<file path="config.mk">
export PLATFORM = sky130hd
export DESIGN_NAME = cpx_regport
export DESIGN_NICKNAME = d
export VERILOG_FILES = /design/src/rtl/cpx_pkg.sv /design/src/rtl/cpx_wfmt.sv /design/src/rtl/cpx_regfile.sv /design/src/rtl/cpx_rdport.sv /design/src/rtl/cpx_regport.sv
export SDC_FILE = /design/constraint.sdc
export NUM_CORES = 2
export LEC_CHECK = 0
export BUFFER_PORTS_ARGS = -buffer_cell sky130_fd_sc_hd__buf_2
export CAP_MARGIN = 20
export CORE_UTILIZATION = 40
export CTS_CLUSTER_DIAMETER = 150
export CTS_CLUSTER_SIZE = 25
export DETAILED_ROUTE_END_ITERATION = 16
export PLACE_DENSITY = 0.57
export SYNTH_ARGS = -nofsm -noshare
export SYNTH_HDL_FRONTEND = slang
export SYNTH_HIERARCHICAL = 1
export SYNTH_SLANG_ARGS = --single-unit
</file>
<file path="constraint.sdc">
create_clock -name clk -period 4.31 [get_ports clk]
set_input_delay 0.6465 -clock clk [delete_from_list [all_inputs] [get_ports clk]]
set_output_delay 0.6465 -clock clk [all_outputs]
set_load 0.03 [all_outputs]
</file>
<file path="src/rtl/cpx_pkg.sv">
// Shared definitions for the coprocessor register port.
// Assumes 32 registers per file, 32-bit registers and halfword-wide narrow registers.
package cpx_pkg;
    localparam int IDX_W   = 5;
    localparam int DATA_W  = 32;
    localparam int HALF_W  = 16;
    localparam int NREGS   = 1 << IDX_W;

    // How a data-file write is shaped before it is stored
    typedef enum logic [1:0] {
        WF_FULL = 2'd0,
        WF_SEXT = 2'd1,
        WF_ZEXT = 2'd2,
        WF_SIDE = 2'd3
    } wfmt_e;

    // Data index whose read needs the special path
    localparam logic [IDX_W-1:0] RD_SPECIAL_IDX = 5'd29;

    // Classify a data-file index by the shaping it needs
    function automatic wfmt_e wfmt_of(input logic [IDX_W-1:0] idx);
        wfmt_e k;
        case (idx)
            5'd8, 5'd9, 5'd10, 5'd11:   k = WF_SEXT;
            5'd16, 5'd17, 5'd18, 5'd19: k = WF_ZEXT;
            5'd15, 5'd28, 5'd30:        k = WF_SIDE;
            default:                    k = WF_FULL;
        endcase
        return k;
    endfunction
endpackage

</file>
<file path="src/rtl/cpx_wfmt.sv">
// Write formatter: shapes an incoming value for its destination register.
// Assumes HW < W. Purely combinational. Control-file writes pass through
// unchanged, and the side-effect hit is raised only for data-file targets.
module cpx_wfmt
    import cpx_pkg::*;
#(
    parameter int W  = DATA_W,
    parameter int HW = HALF_W,
    parameter int IW = IDX_W
) (
    input  logic [IW-1:0] idx,
    input  logic          to_ctrl,
    input  logic [W-1:0]  din,
    output logic [W-1:0]  dout,
    output logic          side_hit
);
    localparam int EXT_W = W - HW;

    wfmt_e kind;

    // Pick the shaping rule for this target
    always_comb begin
        kind = to_ctrl ? WF_FULL : wfmt_of(idx);
    end

    // Apply the rule to the value
    always_comb begin
        case (kind)
            WF_SEXT: dout = {{EXT_W{din[HW-1]}}, din[HW-1:0]};
            WF_ZEXT: dout = {{EXT_W{1'b0}}, din[HW-1:0]};
            default: dout = din;
        endcase
        side_hit = (kind == WF_SIDE);
    end
endmodule

</file>
<file path="src/rtl/cpx_regfile.sv">
// Register file with one write port and one combinational read port.
// Assumes a synchronous active-low reset that clears every entry.
// Each entry is its own register, built by a generate loop.
module cpx_regfile #(
    parameter int DEPTH = 32,
    parameter int W     = 32,
    parameter int AW    = $clog2(DEPTH)
) (
    input  logic          clk,
    input  logic          rst_n,
    input  logic          we,
    input  logic [AW-1:0] waddr,
    input  logic [W-1:0]  wdata,
    input  logic [AW-1:0] raddr,
    output logic [W-1:0]  rdata
);
    logic [W-1:0] ent [DEPTH];

    for (genvar g = 0; g < DEPTH; g++) begin : g_ent
        // Hold one entry, updated when addressed
        always_ff @(posedge clk) begin
            if (!rst_n)
                ent[g] <= '0;
            else if (we && (waddr == AW'(g)))
                ent[g] <= wdata;
        end
    end

    // Select the addressed entry
    always_comb begin
        rdata = ent[raddr];
    end
endmodule

</file>
<file path="src/rtl/cpx_rdport.sv">
// Read response stage: registers the selected value, the echoed destination
// and the special-read flag. A request with destination zero yields nothing.
// Assumes the register-file outputs are the values before this edge's write.
module cpx_rdport
    import cpx_pkg::*;
#(
    parameter int W  = DATA_W,
    parameter int IW = IDX_W
) (
    input  logic          clk,
    input  logic          rst_n,
    input  logic          req,
    input  logic          sel_ctrl,
    input  logic [IW-1:0] idx,
    input  logic [IW-1:0] dest,
    input  logic [W-1:0]  dfile_q,
    input  logic [W-1:0]  cfile_q,
    output logic          rsp_valid,
    output logic [W-1:0]  rsp_data,
    output logic [IW-1:0] rsp_dest,
    output logic          rsp_special
);
    logic live;
    logic spec;

    // Decide whether the request produces a response and if it is special
    always_comb begin
        live = req && (dest != '0);
        spec = !sel_ctrl && (idx == IW'(RD_SPECIAL_IDX));
    end

    // Register the response strobe and flag
    always_ff @(posedge clk) begin
        if (!rst_n) begin
            rsp_valid   <= 1'b0;
            rsp_special <= 1'b0;
        end else begin
            rsp_valid   <= live;
            rsp_special <= live && spec;
        end
    end

    // Register the response payload only when a response is produced
    always_ff @(posedge clk) begin
        if (!rst_n) begin
            rsp_data <= '0;
            rsp_dest <= '0;
        end else if (live) begin
            rsp_data <= sel_ctrl ? cfile_q : dfile_q;
            rsp_dest <= dest;
        end
    end
endmodule

</file>
<file path="src/rtl/cpx_regport.sv">
// Top of the coprocessor register port: formats and commits writes to the
// data or control file, raises the side-effect strobe, and serves reads.
// Assumes both request ports are sampled every cycle once ready is high.
module cpx_regport
    import cpx_pkg::*;
#(
    parameter int W  = DATA_W,
    parameter int HW = HALF_W,
    parameter int IW = IDX_W
) (
    input  logic          clk,
    input  logic          rst_n,
    input  logic          wr_valid,
    output logic          wr_ready,
    input  logic          wr_ctrl,
    input  logic [IW-1:0] wr_idx,
    input  logic [W-1:0]  wr_data,
    input  logic          rd_valid,
    output logic          rd_ready,
    input  logic          rd_ctrl,
    input  logic [IW-1:0] rd_idx,
    input  logic [IW-1:0] rd_dest,
    output logic          rsp_valid,
    output logic [W-1:0]  rsp_data,
    output logic [IW-1:0] rsp_dest,
    output logic          rsp_special,
    output logic          fx_valid,
    output logic [IW-1:0] fx_idx
);
    localparam int DEPTH = 1 << IW;

    logic          rdy_q;
    logic          wr_go, rd_go;
    logic [W-1:0]  wr_shaped;
    logic          side_hit;
    logic [W-1:0]  dq, cq;

    // Ready rises the cycle after reset is released
    always_ff @(posedge clk) begin
        if (!rst_n) rdy_q <= 1'b0;
        else        rdy_q <= 1'b1;
    end

    // Accepted handshakes
    always_comb begin
        wr_ready = rdy_q;
        rd_ready = rdy_q;
        wr_go    = wr_valid && rdy_q;
        rd_go    = rd_valid && rdy_q;
    end

    cpx_wfmt #(.W(W), .HW(HW), .IW(IW)) u_fmt (
        .idx      (wr_idx),
        .to_ctrl  (wr_ctrl),
        .din      (wr_data),
        .dout     (wr_shaped),
        .side_hit (side_hit)
    );

    cpx_regfile #(.DEPTH(DEPTH), .W(W), .AW(IW)) u_dfile (
        .clk   (clk),
        .rst_n (rst_n),
        .we    (wr_go && !wr_ctrl),
        .waddr (wr_idx),
        .wdata (wr_shaped),
        .raddr (rd_idx),
        .rdata (dq)
    );

    cpx_regfile #(.DEPTH(DEPTH), .W(W), .AW(IW)) u_cfile (
        .clk   (clk),
        .rst_n (rst_n),
        .we    (wr_go && wr_ctrl),
        .waddr (wr_idx),
        .wdata (wr_shaped),
        .raddr (rd_idx),
        .rdata (cq)
    );

    cpx_rdport #(.W(W), .IW(IW)) u_rd (
        .clk         (clk),
        .rst_n       (rst_n),
        .req         (rd_go),
        .sel_ctrl    (rd_ctrl),
        .idx         (rd_idx),
        .dest        (rd_dest),
        .dfile_q     (dq),
        .cfile_q     (cq),
        .rsp_valid   (rsp_valid),
        .rsp_data    (rsp_data),
        .rsp_dest    (rsp_dest),
        .rsp_special (rsp_special)
    );

    // One-cycle side-effect strobe carrying the written index
    always_ff @(posedge clk) begin
        if (!rst_n) begin
            fx_valid <= 1'b0;
            fx_idx   <= '0;
        end else begin
            fx_valid <= wr_go && side_hit;
            if (wr_go && side_hit)
                fx_idx <= wr_idx;
        end
    end
endmodule

</file>
Yosys cells after proc, flatten, opt, wreduce, memory -nomap -nowiden
Memories as Yosys holds them, arrays and structs flattened. Cells that the tools add are included.

Register bits: 46. Latch bits: 0. RAM bits: 2048. Bits in read-only memories: 64. Input port bits: 53. Output and inout port bits: 47. Logic and storage cells: 446. Memories: 3.

Add/sub/neg operators: 0. Multipliers: 0. Div/mod/pow operators: 0. Magnitude comparators: 0. Equality and inequality tests: 35. Shift operators: 0. Muxes and demuxes: 261. Bitwise operators: 64. Reduce and logical (&&, ||, !) cells: 76.

Memories: u_cfile.ent (depth 32, bits a word 32, rd ports 1, clocked after memory_dff 0, wr ports 32, RTL line cpx_regfile.sv:17) `logic [W-1:0] ent [DEPTH];`; u_dfile.ent (depth 32, bits a word 32, rd ports 1, clocked after memory_dff 0, wr ports 32, RTL line cpx_regfile.sv:17); (name not given) (depth 32, bits a word 2, rd ports 1, clocked after memory_dff 0, wr ports 0, RTL line cpx_pkg.sv:23) `case (idx)`.

Operator list (number): 32-bit 2-to-1 mux (65); 1-bit 2-to-1 mux (194); 5-bit equality test (second input constant) (17); 1-bit logical AND (72); 1-bit OR (64); 32-bit one-hot mux with 2 select lines (1); 5-bit by 4-bit equality test with 1-bit output (second input constant) (8); 5-bit by 3-bit equality test with 1-bit output (second input constant) (4); 5-bit by 2-bit equality test with 1-bit output (second input constant) (2); 5-bit by 1-bit equality test with 1-bit output (second input constant) (1); 5-bit logical NOT (1); 5-bit nonzero test (1); 2-bit equality test (second input constant) (2); 2-bit by 1-bit equality test with 1-bit output (second input constant) (1); 1-bit logical NOT (2); 2-bit 2-to-1 mux (1).

Logic depth before layout (Yosys ltp)
Word-level depth: 7. Depth in mapped cells: 11. Gate-level depth less buffers: 8.

By module
Netlist, hierarchy kept.

By module, submodules not included: cpx_regfile (u_dfile) (instances 1, cells each 3495, area an instance 47250.3 um2, sequential area each 30749.5 um2); cpx_regfile (u_cfile) (instances 1, cells each 3495, area an instance 47190.3 um2, sequential area each 30749.5 um2); cpx_rdport (instances 1, cells each 179, area an instance 1813.0 um2, sequential area each 780.7 um2); cpx_wfmt (instances 1, cells each 63, area an instance 362.8 um2, sequential area each 0.0 um2); cpx_regport (instances 1, cells each 31, area an instance 286.5 um2, sequential area each 140.1 um2).

Worst setup path after synthesis
Ideal clock, no wire load.

Path type: in2reg. Start: input wr_valid. End: memory u_dfile.ent[3][0] (enable). Library setup time: 466 ps. Arrival time: 3595 ps. Required time: 3844 ps. Setup slack: 249 ps. Stages: 5. Path buffers: 1. Path through: nand2_1 > nor2_1 > nand2b_1 > clkbuf_1 > o21ai_0.

RTL lines: start: declaration (RTL line cpx_regport.sv:13) `input logic wr_valid,`; end: declaration (RTL line cpx_regfile.sv:17).

==> summary.txt <==
Critical path
  – Critical Path Fanout Max: 32
  – CP Cell Sequence: nand2_1 > nor2_1 > nand2_2 > o21ai_4 > buf_4
  – Slowest CP cell: nand2_2
  – Worst reg2reg setup slack: 1.15 ns
  – RR Startpoint: rd_ready
  – Startpoint types: register
  – Reg2reg path depth: 5
  – Crit end category: register
  – Crit Path Class: reg2reg
  – Worst flop-to-flop path endpoint: u_dfile/ent[17][26]
  – Crit path required time: 4.71 ns
  – Largest stage delay, worst path: 0.68 ns
  – Critical path arrival: 3.56 ns

Floorplan
  – Die Width: 494 um
  – Core Box Area: 241,000 um^2
  – Top-level I/O count: 100
  – Site Rows: 180
  – Initial Utilization: 0.402
  – Die area: 244,000 um^2
  – Die Ht: 494 um

STA
  – Max-slew violation count: 0
  – Final setup vio count: 0
  – Post-layout min period: 3.16 ns
  – RSZ-0062 raised after global routing: no
  – Worst hold slack: 0.131 ns
  – Fin. Hold Viols: 0
  – Fin crit share: 0.733
  – Actual slew at the worst max-slew pin: 1.17 ns
  – Max Fclk: 317 MHz
  – Setup TNS Final: 0 ns
  – Final setup margin: 1.15 ns
  – Skew final: 0.0360 ns
  – Slew margin rel.: 0.216

Detailed routing
  – Routed WL per cell: 28.6 um
  – Iter 0 DRT Violations: 5,802
  – Final wirelength: 297 mm
  – Antenna Nets Post-Route: 0
  – Residual DRC count: 0
  – Initial DRT Pass Iterations: 6
  – Drt via density: 5.57
  – Vias: 58,000

Logic synthesis
  – Synthesized flop and latch total: 2,094
  – Top-count cell post-synth: and2_1
  – Seq/Total Area, Yosys: 0.644
  – Mapped Cells: 7,263
  – Post-synth ARST share: 0
  – Post-synth top cells: and2_1, edfxtp_1, mux2i_1, clkbuf_1, nand2_1
  – Synth Flop Type: edfxtp_1
  – Number of flops mapped to enable cells by yosys: 2,048
  – Syn nets: 7,318
  – Syn avg cell area: 13.3 um^2
  – Synthesized cell area: 96,900 um^2
  – Top post-synthesis cells by area: edfxtp_1, and2_1, mux2i_1, clkbuf_1, a22oi_1
  – Unique cell type count in the Yosys netlist: 43
  – Yosys warns: 6
  – Synth area leader: edfxtp_1
  – Post-synth top area share: 0.635

Final layout
  – Area Overhead vs Synth: 8.65%
  – End-of-flow core utilization: 0.437
  – Final Non-Filler Cells: 10,400
  – Share of cells above drive strength 1: 0.101
  – Fillers: 21,600
  – Final instance area: 105,000 um^2
  – Layout Nets: 7,179

Outcome
  – Outcome: completed

Run
  – Total of max-cap violations: 0

Clocking
  – # hold bufs at CTS: 0
  – Worst skew pair latency: 0.80 ns
  – Post-CTS setup buffers: 0
  – CTS tree: done
  – Post-cts sizing count: 0
  – Root Buffer: clkbuf_16
  – CTS sink cnt: 2,094
  – H-tree levels: 3
  – Inserted Clock Buffers: 93
  – Longest Clk Path Bufs: 3
  – Clock Pin Slew Worst Setup and Hold Paths: 0.10 ns

Hold path
  – Hold wc startpoint: rd_dest[4]
  – Hold path cells: 3
  – Hold Path End: u_rd/rsp_dest[4]
  – Hold WC Path Type: in2reg

Global routing
  – Overall Global Routing Usage: 0.240
  – Initial antenna violation count: 31
  – Pin count of the biggest net entering global routing: 79
  – Vias in the first global route: 56,100
  – First-pass GRT wire length: 420 mm
  – Total grt overflow: 0

Placement
  – Setup slack at placement: 0.544 ns
  – GP Congestion: 0.909
  – Dpl cells: 10,200
  – Final HPWL from detailed placement: 179 mm
  – IO Port Bufs: 99
  – Post-DP Area: 103,000 um^2

Power and ir drop
  – Peak supply drop: 0.339 mV
  – LEAKAGE: 41.1 nW
  – Tot Pwr: 37.4 mW
  – Power Dens Cells: 356 nW/um^2
-- how the worst max path moves through the flow --
stage / startpoint / slack (ns) / to / depth (start not counted)
floorplan: wr_valid / 0.25 / u_dfile/ent[3][0] / 5
global placement: rd_idx[1] / 0.49 / u_rd/rsp_data[29] / 12
detailed placement: rd_idx[1] / 0.54 / u_rd/rsp_data[29] / 12
CTS: rd_ready / 1.14 / u_dfile/ent[19][4] / 5
global route: rd_ready / 1.05 / u_dfile/ent[19][6] / 5
finish: rd_ready / 1.15 / u_dfile/ent[17][26] / 5
-- power breakdown --
group	switching [mW]	leakage [nW]	internal, mW
sequential	0.166	22.4	22.8
clock	6.43	1.28	4.24
combinational	2.76	17.4	1.07
total	9.35	41.1	28.1
-- cells in the final DEF, fill, tap and decap left out, types with 62 or more instances in the layout --
cell type	synthesis	final
a21oi_1	193	193
a22o_1	128	128
a22oi_1	192	192
a31oi_1	64	64
and2_1	2053	2050
buf_2	58	97
buf_4	89	304
clkbuf_1	493	65
clkbuf_16	0	96
edfxtp_1	2048	2048
mux2i_1	1062	1062
nand2_1	296	278
nand3_1	209	209
nor2_2	29	62
nor3_1	65	65
o21ai_4	0	64
-- sequential cells by signal (all words and copies together), names as in the netlist --
signal            count
u_cfile/ent        1024
u_dfile/ent        1024
u_rd/rsp_data        32
fx_idx                5
u_rd/rsp_dest         5
fx_valid              1
rd_ready              1
u_rd/rsp_special      1
u_rd/rsp_valid        1
-- area by class of cell --
cell class,instances,area (um^2),share of cell area
Sequential cell,2094,62400,0.593
Multi-Input combinational cell,4474,32200,0.306
Tap cell,3185,3990,0.0378
Timing Repair Buffer,459,3910,0.0371
Clock buffer,161,2650,0.0251
Antenna cell,28,70.1,0.000665
Clock inverter,5,51.3,0.000487
Inverter,2,7.51,0.0000713
-- critical path: cells and delay by family (launching register included) --
family	cells	cell delay, ns
buffers and inverters	1	0.59
and+or+nand+nor	3	1.29
AOI/OAI and AO/OA	1	0.31
DFF	1	0.54
-- metal layers --
layer | GRT usage | up-vias | part of all wire
met5 | 0 | - | 0.000098
met3 | 0.0257 | 325 | 0.064
li1 | - | 25600 | -
met4 | 0.0998 | 4 | 0.043
met2 | 0.372 | 1984 | 0.45
met1 | 0.341 | 30000 | 0.44
-- cell families (layout without fill, tap and decap cells) --
logic type	after synthesis	count (layout)	synth area share
buf+inv	695	627	0.0333
other cells	0	28	0
flops	2094	2094	0.644
compound gates	682	682	0.0482
fa+ha+maj	2	2	0.000258
mux	1062	1062	0.110
simple gates	2728	2728	0.164
Power figures use the tool's default switching activity.
